[src/rtl/tmr_pkg.sv]
// Package: shared types for the timer update controller.
// Assumes nothing beyond IEEE 1800-2017 enum support.
package tmr_pkg;
    typedef enum logic {
        DIR_UP   = 1'b0,
        DIR_DOWN = 1'b1
    } tmr_dir_e;

    // Causes that may fire an update event in one cycle.
    typedef struct packed {
        logic wrap;
        logic sw;
        logic slv;
    } upd_cause_t;

    // True when any cause is present.
    function automatic logic any_cause(input upd_cause_t c);
        return c.wrap | c.sw | c.slv;
    endfunction
endpackage

[src/rtl/tmr_prescaler.sv]
// Prescaler: counts enabled cycles from 0 to div_i and gives one tick
// when the count equals div_i. Assumes div_i changes only on a cycle
// where the count restarts (tick or clear), so the equality is always reached.
module tmr_prescaler #(
    parameter int PSC_W = 16
) (
    input  logic             clk,
    input  logic             rst_n,
    input  logic             run_i,
    input  logic             clr_i,
    input  logic [PSC_W-1:0] div_i,
    output logic             tick_o
);
    logic [PSC_W-1:0] pcnt_q;

    assign tick_o = run_i && (pcnt_q == div_i);

    // Advance, wrap or clear the prescale count.
    always_ff @(posedge clk) begin
        if (!rst_n)       pcnt_q <= '0;
        else if (clr_i)   pcnt_q <= '0;
        else if (tick_o)  pcnt_q <= '0;
        else if (run_i)   pcnt_q <= pcnt_q + 1'b1;
    end

    AST_PSC_HOLD: assert property (@(posedge clk) disable iff (!rst_n)
        (!run_i && !clr_i) |=> $stable(pcnt_q));
    AST_PSC_RESTART: assert property (@(posedge clk) disable iff (!rst_n)
        clr_i |=> (pcnt_q == '0));
endmodule

[src/rtl/tmr_counter.sv]
// Up/down main counter: steps on each prescaler tick and reports a wrap
// (overflow up, underflow down). A restart loads 0 (up) or the limit (down).
// Assumes reinit_i has priority over tick_i.
module tmr_counter
    import tmr_pkg::*;
#(
    parameter int CNT_W = 16
) (
    input  logic             clk,
    input  logic             rst_n,
    input  logic             tick_i,
    input  logic             reinit_i,
    input  tmr_dir_e         dir_i,
    input  logic [CNT_W-1:0] lim_i,
    output logic [CNT_W-1:0] cnt_o,
    output logic             wrap_o
);
    localparam logic [CNT_W-1:0] ZERO = '0;

    logic [CNT_W-1:0] cnt_q;
    logic             at_edge;

    assign at_edge = (dir_i == DIR_DOWN) ? (cnt_q == ZERO) : (cnt_q == lim_i);
    assign wrap_o  = tick_i && at_edge;
    assign cnt_o   = cnt_q;

    // Step, wrap or restart the counter.
    always_ff @(posedge clk) begin
        if (!rst_n) begin
            cnt_q <= ZERO;
        end else if (reinit_i) begin
            cnt_q <= (dir_i == DIR_DOWN) ? lim_i : ZERO;
        end else if (tick_i) begin
            if (dir_i == DIR_DOWN) cnt_q <= at_edge ? lim_i : cnt_q - 1'b1;
            else                   cnt_q <= at_edge ? ZERO  : cnt_q + 1'b1;
        end
    end

    AST_CNT_HOLD: assert property (@(posedge clk) disable iff (!rst_n)
        (!tick_i && !reinit_i) |=> $stable(cnt_q));
    AST_RESTART_UP: assert property (@(posedge clk) disable iff (!rst_n)
        (reinit_i && dir_i == DIR_UP) |=> (cnt_q == ZERO));
    AST_UP_WRAP: assert property (@(posedge clk) disable iff (!rst_n)
        (wrap_o && !reinit_i && dir_i == DIR_UP) |=> (cnt_q == ZERO));
endmodule

[src/rtl/tmr_preload.sv]
// Two-stage register: software writes the preload stage; the active
// shadow stage copies it only on load_i. Assumes load_i is a one-cycle event.
module tmr_preload #(
    parameter int              W       = 16,
    parameter logic [W-1:0]    RST_VAL = '0
) (
    input  logic         clk,
    input  logic         rst_n,
    input  logic         wr_i,
    input  logic [W-1:0] wd_i,
    input  logic         load_i,
    output logic [W-1:0] sh_o
);
    logic [W-1:0] pre_q;
    logic [W-1:0] sh_q;

    // Capture software writes into the preload stage.
    always_ff @(posedge clk) begin
        if (!rst_n)     pre_q <= RST_VAL;
        else if (wr_i)  pre_q <= wd_i;
    end

    // Transfer preload into the shadow on an update event.
    always_ff @(posedge clk) begin
        if (!rst_n)       sh_q <= RST_VAL;
        else if (load_i)  sh_q <= pre_q;
    end

    assign sh_o = sh_q;

    AST_SHADOW_KEEP: assert property (@(posedge clk) disable iff (!rst_n)
        !load_i |=> $stable(sh_q));
    AST_SHADOW_LOAD: assert property (@(posedge clk) disable iff (!rst_n)
        load_i |=> (sh_q == $past(pre_q)));
endmodule

[src/rtl/tmr_update_ctrl.sv]
// Timer update event controller (top). Combines prescaler, counter and the
// three preload/shadow pairs; decides update events, shadow reloads and the
// sticky flag with its interrupt and DMA requests.
// Assumes all strobes are single-cycle pulses synchronous to clk.
module tmr_update_ctrl
    import tmr_pkg::*;
#(
    parameter int CNT_W = 16,
    parameter int PSC_W = 16,
    parameter int CMP_W = 16
) (
    input  logic             clk,
    input  logic             rst_n,
    input  logic             run_wr_i,
    input  logic             run_wd_i,
    input  logic             dir_i,
    input  logic             wrap_only_i,
    input  logic             upd_inh_i,
    input  logic             sw_upd_i,
    input  logic             slv_rst_i,
    input  logic             slv_trig_i,
    input  logic             lim_wr_i,
    input  logic [CNT_W-1:0] lim_wd_i,
    input  logic             div_wr_i,
    input  logic [PSC_W-1:0] div_wd_i,
    input  logic             cmp_wr_i,
    input  logic [CMP_W-1:0] cmp_wd_i,
    input  logic             flag_clr_i,
    input  logic             irq_en_i,
    input  logic             dma_en_i,
    output logic [CNT_W-1:0] cnt_o,
    output logic [CNT_W-1:0] lim_o,
    output logic [PSC_W-1:0] div_o,
    output logic [CMP_W-1:0] cmp_o,
    output logic             run_o,
    output logic             flag_o,
    output logic             irq_o,
    output logic             dma_o
);
    localparam logic [CNT_W-1:0] LIM_RST = '1;

    tmr_dir_e   dir;
    upd_cause_t cause;
    logic       run_q;
    logic       flag_q;
    logic       tick;
    logic       wrap;
    logic       reinit;
    logic       upd_ev;
    logic       flag_set;

    assign dir    = tmr_dir_e'(dir_i);
    assign reinit = sw_upd_i | slv_rst_i;
    assign cause  = '{wrap: wrap, sw: sw_upd_i, slv: slv_rst_i};

    // One event per cycle however many causes coincide; inhibit blocks it.
    assign upd_ev   = !upd_inh_i && any_cause(cause);
    assign flag_set = upd_ev && (!wrap_only_i || cause.wrap);

    // Run state: trigger sets it, software writes it otherwise.
    always_ff @(posedge clk) begin
        if (!rst_n)          run_q <= 1'b0;
        else if (slv_trig_i) run_q <= 1'b1;
        else if (run_wr_i)   run_q <= run_wd_i;
    end

    // Sticky update flag; a set wins over a same-cycle clear.
    always_ff @(posedge clk) begin
        if (!rst_n)          flag_q <= 1'b0;
        else if (flag_set)   flag_q <= 1'b1;
        else if (flag_clr_i) flag_q <= 1'b0;
    end

    tmr_prescaler #(.PSC_W(PSC_W)) u_psc (
        .clk    (clk),
        .rst_n  (rst_n),
        .run_i  (run_q),
        .clr_i  (reinit),
        .div_i  (div_o),
        .tick_o (tick)
    );

    tmr_counter #(.CNT_W(CNT_W)) u_cnt (
        .clk      (clk),
        .rst_n    (rst_n),
        .tick_i   (tick),
        .reinit_i (reinit),
        .dir_i    (dir),
        .lim_i    (lim_o),
        .cnt_o    (cnt_o),
        .wrap_o   (wrap)
    );

    tmr_preload #(.W(CNT_W), .RST_VAL(LIM_RST)) u_lim (
        .clk (clk), .rst_n (rst_n), .wr_i (lim_wr_i), .wd_i (lim_wd_i),
        .load_i (upd_ev), .sh_o (lim_o)
    );

    tmr_preload #(.W(PSC_W), .RST_VAL('0)) u_div (
        .clk (clk), .rst_n (rst_n), .wr_i (div_wr_i), .wd_i (div_wd_i),
        .load_i (upd_ev), .sh_o (div_o)
    );

    tmr_preload #(.W(CMP_W), .RST_VAL('0)) u_cmp (
        .clk (clk), .rst_n (rst_n), .wr_i (cmp_wr_i), .wd_i (cmp_wd_i),
        .load_i (upd_ev), .sh_o (cmp_o)
    );

    assign run_o  = run_q;
    assign flag_o = flag_q;
    assign irq_o  = flag_q & irq_en_i;
    assign dma_o  = flag_q & dma_en_i;

    AST_TRIG_RUN: assert property (@(posedge clk) disable iff (!rst_n)
        slv_trig_i |=> run_o);
    AST_INHIBIT_NO_FLAG: assert property (@(posedge clk) disable iff (!rst_n)
        (upd_inh_i && !flag_o) |=> !flag_o);
    AST_SRC_FILTER: assert property (@(posedge clk) disable iff (!rst_n)
        (wrap_only_i && !wrap && !flag_o) |=> !flag_o);
    AST_FLAG_STICKY: assert property (@(posedge clk) disable iff (!rst_n)
        (flag_o && !flag_clr_i) |=> flag_o);
    AST_SW_AT_OVF: assert property (@(posedge clk) disable iff (!rst_n)
        (sw_upd_i && wrap && dir == DIR_UP && !upd_inh_i) |=> (cnt_o == '0 && flag_o));
endmodule

[config.mk]
export PLATFORM = sky130hd
export DESIGN_NAME = tmr_update_ctrl
export DESIGN_NICKNAME = d
export VERILOG_FILES = /design/src/rtl/tmr_pkg.sv /design/src/rtl/tmr_prescaler.sv /design/src/rtl/tmr_counter.sv /design/src/rtl/tmr_preload.sv /design/src/rtl/tmr_update_ctrl.sv
export SDC_FILE = /design/constraint.sdc
export NUM_CORES = 1
export LEC_CHECK = 0
export ABC_AREA = 1
export BUFFER_PORTS_ARGS = -buffer_cell sky130_fd_sc_hd__clkbuf_2
export CAP_MARGIN = 20
export CORE_AREA = 2 2 119 121
export CTS_CLUSTER_SIZE = 30
export DETAILED_ROUTE_END_ITERATION = 6
export DIE_AREA = 0 0 121 123
export GPL_TIMING_DRIVEN = 0
export PLACE_DENSITY = 0.75
export SLEW_MARGIN = 10
export SYNTH_ARGS = -nofsm -noshare
export SYNTH_HDL_FRONTEND = slang
export SYNTH_SLANG_ARGS = --single-unit
export TNS_END_PERCENT = 1
[constraint.sdc]
create_clock -name clk -period 2.1 [get_ports clk]
set_input_delay 0 -clock clk [delete_from_list [all_inputs] [get_ports clk]]
set_output_delay 0 -clock clk [all_outputs]
set_load 0.02 [all_outputs]
==> impl_metrics.ini, run 1 <==
[global_routing]
first_global_vias = 6623
grt_max_degree = 17
grt_pass1_wl_um = 32300
antenna_found_initial = 0
grt_overflow = 0
track_usage_pct = 27.5

[power]
total_power_w = 0.00715
max-vdd-ir-drop_v = 0.000582
leakage_nw = 4.35
p_per_area_nw_per_um2 = 800

[setup_path]
critPathMaxStageDelay_ps = 310
arrival_ps = 2380
path_cells = buf_2 -> nor2_2 -> nand4_4 -> nor2_4 -> nand4_4 -> nand2_8 -> nor2_4 -> nor2_8 -> inv_4 -> buf_8 -> buf_12 -> nor2_2 -> nor2_1
critPathTopFamily = simple AND/OR/NAND/NOR gates
critPathMaxFanout = 10
criticalPathCategory = flop to flop
critPathLaunchType = flop
worst-path-buf-inv = 4
slowest_stage = dfxtp_1
cp_data_required_time_ps = 2420
end_kind = flop

[cells_and_area]
nFillCells = 1190
final_cell_mix = nand2_1, nor2_1, clkbuf_2
n_antenna_cell = 0
final_common_cell = nand2_1
finalInstanceArea_um2 = 8930
syn_to_final_growth_pct = 34.8
nets = 1303
drive_above_1_share_pct = 19.3
utilization_pct = 65.6
layout.cells.non_filler = 1429

[clocking]
cts_buffers = 17
cts.clk_slew.worst_paths_ps = 60
htreeDepth = 4
clock-sinks = 130
clk_latency_ps = 430
clockRootBuffer = clkbuf_16
clk_path_buf_depth = 2
tritoncts = built

[placement]
placed_cells = 1324
hpwl_um = 13900
gp_congestion = 0.941
port_buffers = 129
placed_cell_area_um2 = 7490

[sta]
fin_skew_ps = 9.38
report.final.slew_viol_count = 0
tightest_slew_ps = 651
rsz0062_at_grt = yes
period_minus_slack_ps = 2060
max_clock_freq_mhz = 486
finalHoldWorstSlack_ps = 107
finalCritPeriodShare_pct = 98.0
maxSlewHeadroom_pct = 56.6
setup_viol = 0
finalHoldViolCount = 0

[synthesis]
synthCells = 1015
avgSynthCellArea_um2 = 6.52
syn_area_um2 = 6620
ys_seq_area_share_pct = 39.3
synth_top_area_share_pct = 39.3
synth-async-reset-ratio_pct = 0
yosys.area.top_type = dfxtp_1
ys_seq_elements = 130
yosys.cell_types.count = 33
synth_ff_type = dfxtp_1
yosysWarnings = 0
syn_nets = 1082
synthTopCellsByArea = dfxtp_1, nand2_1, nor2_1, o21ai_0, nand3_1
synth_edf_count = 0

[hold_path]
hp-class = input pin to flop

[die]
die_x_um = 121
ios = 132
row_count = 43
start_util_pct = 48.7
die_y_um = 123
dieArea_um2 = 14900
core_um2 = 13600

[detailed_routing]
drt-pass1-iter-count = 5
avgViaCountPerCell = 5.06
wl_per_cell_um = 14.1
drc = 0
routed_wl_um = 20200
vias = 7229
final_antenna_net_count = 0
drt_iter0_drc = 607

[outcome]
outcome = completed

[job]
drv_cap = 0
## tightest hold or removal path, cell delays in order
cell	delay, ps
clkbuf_2	160
inv_1	150
nor2_1	120
nor2_1	50
## path summary, 6_finish.rpt
| check | startpoint | endpoint | slack (ps) | cells past startpoint |
|---|---|---|---|---|
| hold / removal | div_wr_i | u_div.pre_q[15]$_SDFFE_PN0P_ | 110 | 4 |
| hold reg to reg | u_lim.pre_q[10]$_SDFFE_PN1P_ | u_lim.pre_q[10]$_SDFFE_PN1P_ | 450 | 2 |
| setup / recovery | u_cnt.cnt_o[4]$_SDFFE_PN0P_ | u_cmp.sh_o[9]$_SDFFE_PN0P_ | 40 | 13 |
| setup reg to reg | u_cnt.cnt_o[4]$_SDFFE_PN0P_ | u_cmp.sh_o[9]$_SDFFE_PN0P_ | 40 | 13 |
## registers in the layout, summed over array words and instances, names as in the netlist
| name | flops |
|---|---|
| u_div.sh_o | 16 |
| u_div.pre_q | 16 |
| u_lim.sh_o | 16 |
| u_cmp.sh_o | 16 |
| flag_o | 1 |
| u_psc.pcnt_q | 16 |
| u_cnt.cnt_o | 16 |
| run_o | 1 |
| u_cmp.pre_q | 16 |
| u_lim.pre_q | 16 |
## layout make-up
type	count	area, µm²	area share, %
Clock inverter	13	149	1.67
Inverter	91	347	3.88
Multi-Input combinational cell	745	3470	38.8
Clock buffer	19	453	5.07
Tap cell	180	225	2.52
Timing Repair Buffer	203	1380	15.4
Sequential cell	130	2620	29.4
Buffer	48	285	3.20
## where the power goes
group	switching (W)	internal [W]	leakage (nW)
Sequential	0.000167	0.00264	1.08
Clock	0.00118	0.00183	0.293
Combinational	0.000794	0.000529	2.98
## timing repair
action	CTS	global route
hold endpoints to repair	50	0
hold buffers	71	0
setup buffers	3	0
resized for setup	7	39
pin swaps	1	1
setup endpoints to repair	63	77
gates cloned	0	0
## layer usage
| layer | vias up | global-route usage [%] | part of all wire [%] |
|---|---|---|---|
| li1 | 3657 | - | - |
| met1 | 3247 | 36.8 | 45 |
| met2 | 286 | 43.2 | 45 |
| met3 | 39 | 5.77 | 7.6 |
| met4 | 0 | 11.3 | 2.4 |
| met5 | - | 0 | 0 |
## Yosys cell counts (12+ instances only)
library cell	count
buf_2	12
a21oi_1	29
nand4_1	14
nand2_1	244
nor2_1	211
inv_1	83
nor3_1	14
nand3_1	87
dfxtp_1	130
o21ai_0	90
clkbuf_1	25
xor2_1	26
## cells by family (layout without fill, tap and decap cells)
family                     after synthesis  after routing  synth area share [%]
AOI/OAI and AO/OA                      119            119                  8.99
DFF                                    130            130                  39.3
adders and majority gates                3              3                 0.567
xor gates and xnor gates                31             31                  4.10
and+or+nand+nor                        592            592                  37.8
buffers and inverters                  140            374                  9.24
## through the flow
step	TNS [ps]	worst slack (ps)
2_1_floorplan	0	62.4
3_3_place_gp	-13570	-294
3_5_place_dp	-14200	-310
4_1_cts	0	0.346
5_1_grt	-1230	-92.8
6_report	0	42.8
Power figures use the tool's default switching activity.
==> run 2: changes to the inputs <==
Settings changed: CTS_BUF_LIST set to sky130_fd_sc_hd__clkbuf_8.
==> impl_metrics.ini, run 2 (synthesis results as in run 1) <==
[hold_path]
hp-class = input pin to flop

[sta]
tightest_slew_ps = 629
finalCritPeriodShare_pct = 97.4
report.final.slew_viol_count = 0
finalHoldViolCount = 0
fin_skew_ps = 14.0
rsz0062_at_grt = yes
fin_ws_ps = 53.6
finalHoldWorstSlack_ps = 52.1
maxSlewHeadroom_pct = 58.1
period_minus_slack_ps = 2050
tns_ps = 0
setup_viol = 0
max_clock_freq_mhz = 489

[setup_path]
rrSetupSlack_ps = 50
path_depth = 13
critPathTopFamily = simple AND/OR/NAND/NOR gates
startpoint = u_cnt.cnt_o[4]$_SDFFE_PN0P_
arrival_ps = 2400
cp_data_required_time_ps = 2450
crit_end = u_cmp.sh_o[9]$_SDFFE_PN0P_
slowest_stage = dfxtp_1
end_kind = flop
critPathLaunchType = flop
critPathMaxFanout = 10
criticalPathCategory = flop to flop
reg2reg_to = u_cmp.sh_o[9]$_SDFFE_PN0P_
r2r_cells = 13
worst-path-buf-inv = 4
critPathMaxStageDelay_ps = 320
r2r-start = u_cnt.cnt_o[4]$_SDFFE_PN0P_
critPathMostFrequentCell = nor2_4
path_cells = buf_2 -> nor2_4 -> nand4_4 -> nor2_4 -> nand4_4 -> nand2_8 -> nor2_4 -> nor2_8 -> inv_4 -> buf_8 -> buf_12 -> nor2_2 -> nor2_1

[clocking]
htreeDepth = 4
tritoncts = built
cts.clk_slew.worst_paths_ps = 80
cts_buffers = 17
clk_latency_ps = 460
clk_path_buf_depth = 2
clockRootBuffer = clkbuf_8
clock-sinks = 130

[power]
p_per_area_nw_per_um2 = 727
max-vdd-ir-drop_v = 0.000447
leakage_nw = 4.27

[outcome]
outcome = completed

[global_routing]
first_global_vias = 6612
track_usage_pct = 27.7
grt_overflow = 0
grt_max_degree = 17
antenna_found_initial = 0
grt_pass1_wl_um = 32400

[cells_and_area]
drive_above_1_share_pct = 19.9
syn_to_final_growth_pct = 32.1
final_cell_mix = nand2_1, nor2_1, clkbuf_2
final_common_cell = nand2_1
n_antenna_cell = 0
nFillCells = 1230
nets = 1303

[job]
drv_cap = 0

[detailed_routing]
drt-pass1-iter-count = 6
drt_iter0_drc = 625
routed_wl_um = 20200
vias = 7272
avgViaCountPerCell = 5.09
wl_per_cell_um = 14.2
drc = 0
final_antenna_net_count = 0

[die]
die_y_um = 123
start_util_pct = 48.7
dieArea_um2 = 14900
row_count = 43
ios = 132
core_um2 = 13600
die_x_um = 121

[placement]
hpwl_um = 13900
gp_congestion = 0.941
pre_cts_ws_ps = -310
port_buffers = 129
## run 2: what timing repair did
action | 4_1_cts | 5_1_grt
gates resized for setup | 6 | 47
hold endpoints to repair | 50 | 0
endpoints found under the setup margin | 61 | 78
hold buffers | 71 | 0
pin swaps | 1 | 3
setup buffers | 3 | 0
## run 2: worst min path at each step
| stage | cells past startpoint | endpoint | start |
|---|---|---|---|
| detailed placement | 3 | u_lim.pre_q[0]$_SDFFE_PN1P_ | lim_wd_i[0] |
| CTS | 3 | flag_o$_SDFFE_PN0P_ | rst_n |
| finish | 4 | u_cmp.pre_q[15]$_SDFFE_PN0P_ | cmp_wr_i |
| floorplan | 2 | u_lim.pre_q[0]$_SDFFE_PN1P_ | lim_wd_i[0] |
| global placement | 3 | u_lim.pre_q[0]$_SDFFE_PN1P_ | lim_wd_i[0] |
| global route | 3 | flag_o$_SDFFE_PN0P_ | rst_n |
## run 2: where the power goes
group	switching [W]	internal [W]
logic	0.000799	0.000530
registers	0.000168	0.00264
clock network	0.00109	0.00114
## run 2: area by class of cell
class	count	area, µm²	area share [%]
inverter	91	344	3.93
timing repair buffer	203	1380	15.8
clock inverter	13	149	1.70
clock buffer	19	262	2.99
multi-input combinational	745	3480	39.7
tap	180	225	2.57
sequential	130	2630	30.1
buffer	48	282	3.22
## run 2: tightest hold or removal path, stage by stage
cell,delay (ps)
clkbuf_2,160
inv_1,140
nor2_1,120
nor2_1,50
## run 2: metrics by stage
stage | area [µm²] | utilization [%] | power (W) | cells
2_1_floorplan | 6620 | - | 0.00362 | 1015
3_3_place_gp | 7490 | 55.1 | 0.00399 | 1324
3_5_place_dp | 7490 | 55.1 | 0.00400 | 1324
4_1_cts | 8660 | 63.7 | 0.00632 | 1430
5_1_grt | 8750 | 64.3 | 0.00666 | 1429
6_report | 8750 | 64.3 | 0.00636 | 1429
## run 2: routing by layer
metal  track usage (%)  vias up  wire, µm
met2              43.9      316      9260
met5                 0        -         0
li1                  -     3658         -
met3              7.20       42      1630
met1              36.6     3256      8900
met4              9.67        0       462
==> run 3: changes to the inputs <==
Settings changed: ABC_AREA 1 to unset, CORE_AREA 2 2 119 121 to 2 2 123 125, DIE_AREA 0 0 121 123 to 0 0 125 127, PLACE_DENSITY 0.75 to 0.7.
==> impl_metrics.ini, run 3 <==
[outcome]
outcome = finished with violations
violations = setup timing

[setup_path]
end_kind = flop
r2r_cells = 12
arrival_ps = 2730
cp_data_required_time_ps = 2440
critPathMaxFanout = 10
criticalPathCategory = flop to flop
critPathLaunchType = flop

[synthesis]
synth_edf_count = 0
yosys.cell_types.count = 64
synthCells = 747
synth_most_common_cell = dfxtp_1
synth_top_cells_by_count = dfxtp_1, nor2_1, nand2_1, mux2i_1, xnor2_1
synth-async-reset-ratio_pct = 0
synthTopCellsByArea = dfxtp_1, mux2i_1, xnor2_1, nor2_1, nand2_1
syn_nets = 814
ys_seq_elements = 130
avgSynthCellArea_um2 = 8.66
ys_seq_area_share_pct = 40.2
yosysWarnings = 0
yosys.area.top_type = dfxtp_1
syn_area_um2 = 6470
synth_ff_type = dfxtp_1
synth_top_area_share_pct = 40.2

[detailed_routing]
drt_iter0_drc = 591
vias = 6316
routed_wl_um = 20000
drc = 0
avgViaCountPerCell = 5.43
final_antenna_net_count = 0
wl_per_cell_um = 17.2
drt-pass1-iter-count = 6

[clocking]
clockRootBuffer = clkbuf_8
clk_path_buf_depth = 2
htreeDepth = 4
clock-sinks = 130
clk_latency_ps = 460
cts_buffers = 17
cts.clk_slew.worst_paths_ps = 80
tritoncts = built

[die]
start_util_pct = 44.8
die_y_um = 127
row_count = 44
die_x_um = 125
dieArea_um2 = 15900
ios = 132
core_um2 = 14400

[cells_and_area]
syn_to_final_growth_pct = 35.1
final_cell_mix = clkbuf_2, dfxtp_1, nor2_1
layout.cells.non_filler = 1164
nFillCells = 1274
drive_above_1_share_pct = 25.8
final_common_cell = clkbuf_2
nets = 1034

[sta]
fin_skew_ps = 10.1
tightest_slew_ps = 778
period_minus_slack_ps = 2390
fin_ws_ps = -290
finalHoldViolCount = 0
report.final.slew_viol_count = 0
setup_viol = 61
rsz0062_at_grt = yes
max_clock_freq_mhz = 418
maxSlewHeadroom_pct = 48.1
finalCritPeriodShare_pct = 114

[global_routing]
first_global_vias = 6117
grt_max_degree = 17
grt_overflow = 0
track_usage_pct = 25.1
antenna_found_initial = 1
grt_pass1_wl_um = 31900

[placement]
hpwl_um = 13900
port_buffers = 127
placed_cells = 1058
gp_congestion = 0.941

[power]
leakage_nw = 3.82
p_per_area_nw_per_um2 = 713
max-vdd-ir-drop_v = 0.000482
total_power_w = 0.00623

[hold_path]
whs_path_depth = 3
hp-class = input pin to flop

[job]
drv_cap = 0
==> run 3: cell types whose count changed after synthesis, moves of 42 or more <==
cell / previous run / this run
inv_1: 83 / 14
mux2i_1: 0 / 98
nand2_1: 244 / 103
nand3_1: 87 / 11
nor2_1: 211 / 106
o21ai_0: 90 / 12
xnor2_1: 5 / 47
==> run 3: area by class of cell <==
class | count | area [µm²] | share of cell area [%]
Multi-Input combinational cell | 547 | 3740 | 42.8
Tap cell | 184 | 230 | 2.64
Antenna cell | 1 | 2.50 | 0.0286
Inverter | 15 | 61.3 | 0.702
Sequential cell | 130 | 2620 | 30.0
Timing Repair Buffer | 205 | 1350 | 15.5
Clock inverter | 14 | 186 | 2.13
Buffer | 51 | 303 | 3.47
Clock buffer | 17 | 234 | 2.68
==> run 3: worst paths after layout <==
kind | end | slack, ps | start
min | u_lim.pre_q[3]$_SDFFE_PN1P_ | 50 | lim_wr_i
max reg2reg | u_cmp.sh_o[8]$_SDFFE_PN0P_ | -290 | u_cnt.cnt_o[0]$_SDFFE_PN0P_
min reg2reg | u_cmp.sh_o[4]$_SDFFE_PN0P_ | 460 | u_cmp.pre_q[4]$_SDFFE_PN0P_
max | u_cmp.sh_o[8]$_SDFFE_PN0P_ | -290 | u_cnt.cnt_o[0]$_SDFFE_PN0P_
==> run 3: worst max-delay path: stages (launching register included) <==
cell and delay [ps]:
dfxtp_4 360, clkbuf_16 150, clkinv_4 40, ha_4 120, nor4b_4 280, nand2_2 140, nor3_4 250, a21oi_4 70
o31a_1 280, clkbuf_2 130, buf_6 160, buf_8 160, mux2i_1 120
==> run 3: cell families (layout without fill, tap and decap cells) <==
kind of cell	after synthesis	in the layout	share of synthesized area, %
AO/OA/AOI/OAI	89	89	9.87
XOR/XNOR	61	61	8.26
adder cells (fa/ha/maj)	3	3	0.580
buffers and inverters	70	302	4.76
flip-flops	130	130	40.2
multiplexers	100	100	15.6
other	0	1	0
AND/OR/NAND/NOR	294	294	20.7
==> run 3: through the flow <==
step	area (µm²)	utilization [%]	setup slack, ps	TNS, ps	hold WS (ps)
after floorplan	6530	-	-223	-9540	121
after global placement	7390	51.3	-635	-35020	215
after detailed placement	7390	51.3	-521	-33730	225
after CTS	8630	59.9	-236	-8220	39.4
after global routing	8730	60.6	-366	-16780	59.5
final	8730	60.6	-290	-11700	48.8
==> run 3: timing repair <==
item / 4_1_cts / 5_1_grt
pin swaps: 21 / 11
hold buffers: 53 / 0
hold endpoints to repair: 50 / 0
endpoints found under the setup margin: 81 / 75
resized for setup: 41 / 18
setup buffers: 19 / 6
==> run 3: power by group <==
part	switching (W)	total (W)	leakage, nW	internal (W)
sequential	0.000118	0.00270	1.07	0.00258
clock	0.00103	0.00231	0.218	0.00129
combinational	0.000666	0.00122	2.53	0.000552
total	0.00181	0.00623	3.82	0.00442
==> run 3: routing by layer <==
metal  vias to the layer above  track usage [%]  routed length, µm
met5                         -                0                  0
met4                         0             9.61                701
met3                        87             7.20               1770
met2                       321             40.2               9000
met1                      2902             32.2               8540
li1                       3006                -                  -
